`src/rtl/vl_ripple_adder.sv`:
```
module vl_ripple_adder #(
  parameter int WIDTH  = 8,
  parameter int BUDGET = 5
) (
  input  logic             clk,
  input  logic             rst_n,
  input  logic             in_valid,
  input  logic [WIDTH-1:0] a,
  input  logic [WIDTH-1:0] b,
  output logic [WIDTH:0]   sum,
  output logic             hold,
  output logic             done
);
  localparam int NSTART = WIDTH - BUDGET;

  logic             busy;
  logic [WIDTH-1:0] opa_q, opb_q;
  logic [WIDTH-1:0] x, y, s, p, g;
  logic [WIDTH:0]   c;
  logic [NSTART-1:0] start_hit;
  logic             take, hold_now, load;

  assign take = in_valid & ~busy;
  assign x    = busy ? opa_q : a;
  assign y    = busy ? opb_q : b;
  assign p    = a ^ b;
  assign g    = a & b;
  assign c[0] = 1'b0;

  for (genvar i = 0; i < WIDTH; i++) begin : g_fa
    assign s[i]   = x[i] ^ y[i] ^ c[i];
    assign c[i+1] = (x[i] & y[i]) | (c[i] & (x[i] ^ y[i]));
  end

  for (genvar i = 0; i < NSTART; i++) begin : g_chain
    assign start_hit[i] = g[i] & (&p[i+BUDGET:i+1]);
  end

  assign hold_now = |start_hit;
  assign load     = (take & ~hold_now) | busy;

  always_ff @(posedge clk or negedge rst_n) begin
    if (!rst_n) begin
      busy  <= 1'b0;
      opa_q <= '0;
      opb_q <= '0;
      sum   <= '0;
      hold  <= 1'b0;
      done  <= 1'b0;
    end else begin
      busy <= take & hold_now;
      done <= load;
      if (take) begin
        opa_q <= a;
        opb_q <= b;
        hold  <= hold_now;
      end
      if (load) sum <= {c[WIDTH], s};
    end
  end


  a_r3_short_one_cycle: assert property (@(posedge clk) disable iff (!rst_n)
    take && !hold_now |=> done && !hold);

  a_r4_long_first_cycle: assert property (@(posedge clk) disable iff (!rst_n)
    take && hold_now |=> hold && !done);

  a_r5_extra_cycle_ends: assert property (@(posedge clk) disable iff (!rst_n)
    busy |=> !busy && done && hold);

  a_r8_sum_stable: assert property (@(posedge clk) disable iff (!rst_n)
    !done |-> $stable(sum));

  a_r6_done_has_cause: assert property (@(posedge clk) disable iff (!rst_n)
    done |-> $past(in_valid) || $past(busy));
endmodule

```
`config.mk`:
```
export PLATFORM = sky130hd
export DESIGN_NAME = vl_ripple_adder
export DESIGN_NICKNAME = d
export VERILOG_FILES = /design/src/rtl/vl_ripple_adder.sv
export SDC_FILE = /design/constraint.sdc
export NUM_CORES = 1
export LEC_CHECK = 0
export BUFFER_PORTS_ARGS = -buffer_cell sky130_fd_sc_hd__buf_2
export CAP_MARGIN = 40
export CORE_MARGIN = 4
export CORE_UTILIZATION = 50
export CTS_BUF_LIST = sky130_fd_sc_hd__clkbuf_8 sky130_fd_sc_hd__clkbuf_16
export CTS_CLUSTER_SIZE = 16
export DETAILED_ROUTE_END_ITERATION = 6
export HOLD_SLACK_MARGIN = 0.12
export PLACE_DENSITY = 0.74
export SLEW_MARGIN = 20
export SYNTH_ARGS = -nofsm -noshare
export SYNTH_HDL_FRONTEND = slang
export SYNTH_SLANG_ARGS = --single-unit
```
`constraint.sdc`:
```
create_clock -name clk -period 4.2 [get_ports clk]
set_clock_uncertainty 0.15 [all_clocks]
set_input_delay 0.42 -clock clk [delete_from_list [all_inputs] [get_ports clk]]
set_output_delay 0.42 -clock clk [all_outputs]
set_load 0.05 [all_outputs]
```
==> summary.txt <==
CTS buffer count = 3
Yosys cell types = 28
Die height = 67.5 um
Final worst slack = 0.0775 ns
Net Count, Synth = 175
Antenna diode count = 0
Min-Delay Path Class = primary input to flip-flop
IO Count = 30
PwrDens = 383 nW/um^2
Synth Warn # = 0
WHS Endpoint = opa_q[0]
FF-to-FF path depth = 13
Fmax = 0.243 GHz
Drt initial violations = 112
Iteration count of the initial detailed-routing pass = 5
Die X = 67.5 um
Clock Tree Buf Depth = 2
Per-cell routed wire length = 17.1 um
Crit path launch type = flip-flop
Detailed placement HPWL = 2720 um
Nets = 204
Post-synthesis cell area = 1770 sq um
Drt via density = 5.90
WHS = 0.244 ns
Worst path slowest cell = fa_2
Sink Count = 28
Most common cell after layout, fill and taps aside = mux2_2
Slew Limit Fails = 0
Final setup vio count = 0
Share of layout cells above drive strength 1 = 0.466
Commonest non-fill, non-tap cells in the layout = mux2_2, buf_2, dfrtp_1, nand3_1, nand4b_1
Max Cap Violations = 0
Clk slew on worst S/H paths = 0.09 ns
Pre-CTS setup slack = -0.0548 ns
Antenna Nets Post-Route = 0
Synth Area in Simple Gates = 0.122
Crit Reg-Reg Endpoint = sum[7]
Crit path kind = flip-flop to flip-flop
First-pass GRT wire length = 6200 um
CP Cell Sequence = mux2_2 -> ha_2 -> fa_2 -> fa_2 -> fa_2 -> fa_2 -> fa_2 -> fa_2 -> inv_2 -> fa_2 -> nor2b_2 -> a222oi_1 -> nand3_1
Clk_lat worst skew = 0.28 ns
Multiplexer share of the synthesized area = 0.202
P&R area growth vs syn = 15.1%
Slew Limit Headroom = 0.581
R2R setup slack = 0.08 ns
Largest stage delay on the critical path = 0.44 ns
Crit path buf inv count = 1
Worst Tran Pin Value = 0.628 ns
Hold Crit Depth = 2
Seq/Total Area, Yosys = 0.395
Hold_sp = a[0]
Worst vdd ir = 0.000166 V
Vias in the first global route = 1264
Fin crit period = 4.12 ns
Initial core utilization = 0.523
Cells after Synth = 146
Final Hold Violating Endpoints = 0
CP top delay family = adder cells
CORE AREA = 3390 sq um
DR vias = 1297
Yosys reg bits = 28
Rows = 21
Post-Synth Adder-Cell Area = 0.100
Final WL = 3760 um
RePlAce Congestion = 0.855
DRC viols = 0
Main combinational cell family by area after synthesis = multiplexers
Crit path DAT = 4.19 ns
GR Overflow Total = 0
Initial antenna violation count = 0
Mean Syn Cell Area = 12.1 sq um
Largest net degree at the start of global routing = 29
CTS tree = yes
Die area = 4560 sq um
Period utilization = 0.982
Status = completed
Critical Path End Type = flip-flop
Compound-cell area share of the yosys netlist = 0.113
H-tree depth = 1
Global Route Usage Sum = 0.181
CTS Root Cell = clkbuf_8
Critical Path Fanout Max = 4
Power, Total = 0.780 mW
Leakage power = 0.876 nW
Critical Path RT = 4.27 ns
Port Buffers = 29
Worst reg2reg startpoint = busy
Post-synthesis xor/xnor area fraction = 0.0247
Cell mode on critical path = fa_2
RSZ-0062 raised after global routing = yes
==> worst reg2reg max path, delay by kind of cell, from the launching register on <==
kind                     cells  cell delay [ns]
flip-flops                   1             0.41
AO/OA/AOI/OAI                1             0.10
adder cells (fa/ha/maj)      8             2.72
AND/OR/NAND/NOR              2             0.26
multiplexers                 1             0.36
buffers and inverters        1             0.07
==> synthesized netlist by cell type, drive strengths merged <==
master / count / area, sq um
o2111a: 1 / 11.3
a221oi: 1 / 26.3
nand2: 4 / 22.5
dfrtp: 28 / 701
nor2b: 2 / 12.5
buf: 9 / 56.3
o21ai: 1 / 5.00
xor2: 5 / 43.8
nand2b: 1 / 6.26
nor2: 2 / 7.51
a21o: 1 / 7.51
inv: 3 / 11.3
nand4b: 9 / 78.8
a31oi: 7 / 43.8
ha: 3 / 37.5
nand3: 16 / 80.1
and4: 1 / 8.76
o2111ai: 1 / 15.0
clkbuf: 2 / 7.51
mux2: 30 / 338
a22o: 7 / 61.3
a222oi: 2 / 20.0
fa: 7 / 140
mux2i: 2 / 20.0
a221o: 1 / 10.0
==> metrics by stage <==
| stage | utilization | cells | setup TNS [ns] | instance area (sq um) |
|---|---|---|---|---|
| 2_1_floorplan | - | 146 | 0 | 1800 |
| 3_3_place_gp | 0.574 | 213 | 0 | 1950 |
| 3_5_place_dp | 0.574 | 213 | -0.0548 | 1950 |
| 4_1_cts | 0.595 | 219 | 0 | 2020 |
| 5_1_grt | 0.602 | 220 | -0.0295 | 2040 |
| 6_report | 0.602 | 220 | 0 | 2040 |
==> cell type report <==
cell class	instances	area, sq um
clock buffers	4	55.1
fillers	289	1350
inverters	3	11.3
multi-input cells	104	1020
flip-flops and latches	28	701
well taps	46	57.6
repair buffers	35	196
==> worst max-delay path by stage <==
stage / from / end / slack, ns / cells after the start
floorplan: busy / sum[7] / 0.02 / 15
global placement: a[0] / sum[7] / 0.04 / 14
detailed placement: a[0] / sum[7] / -0.05 / 14
CTS: busy / sum[7] / 0.005 / 13
global route: busy / sum[7] / -0.02 / 13
finish: busy / sum[7] / 0.08 / 13
==> where the power goes <==
group	total, mW	switching, mW	internal [mW]
Combinational	0.275	0.176	0.0983
Clock	0.171	0.0867	0.0842
Sequential	0.335	0.0268	0.308
Total	0.780	0.290	0.490
==> per-layer routing <==
layer	part of all wire	vias up	track usage
met5	0	-	0
met4	0.017	0	0.0608
met3	0.055	7	0.0216
met2	0.50	43	0.304
met1	0.43	639	0.243
li1	-	608	-
==> flip-flops by register name, summed over array words and instances, names as in the netlist <==
register and cells:
busy 1, hold 1, opa_q 8, done 1, sum 9, opb_q 8
==> timing repair <==
action                                  in CTS  in global routing
endpoints found under the hold margin       28                  0
hold buffers                                 1                  0
pin swaps                                    1                  3
resized for setup                            0                  5
setup buffers                                1                  0
cloned                                       0                  0
endpoints found under the setup margin       1                  2
==> cell families after synthesis <==
group / Yosys count
flip-flops: 28
AND/OR/NAND/NOR: 35
adder cells (fa/ha/maj): 10
buffers and inverters: 14
AO/OA/AOI/OAI: 22
XOR/XNOR: 5
multiplexers: 32
(Power assumes the default switching activity.)
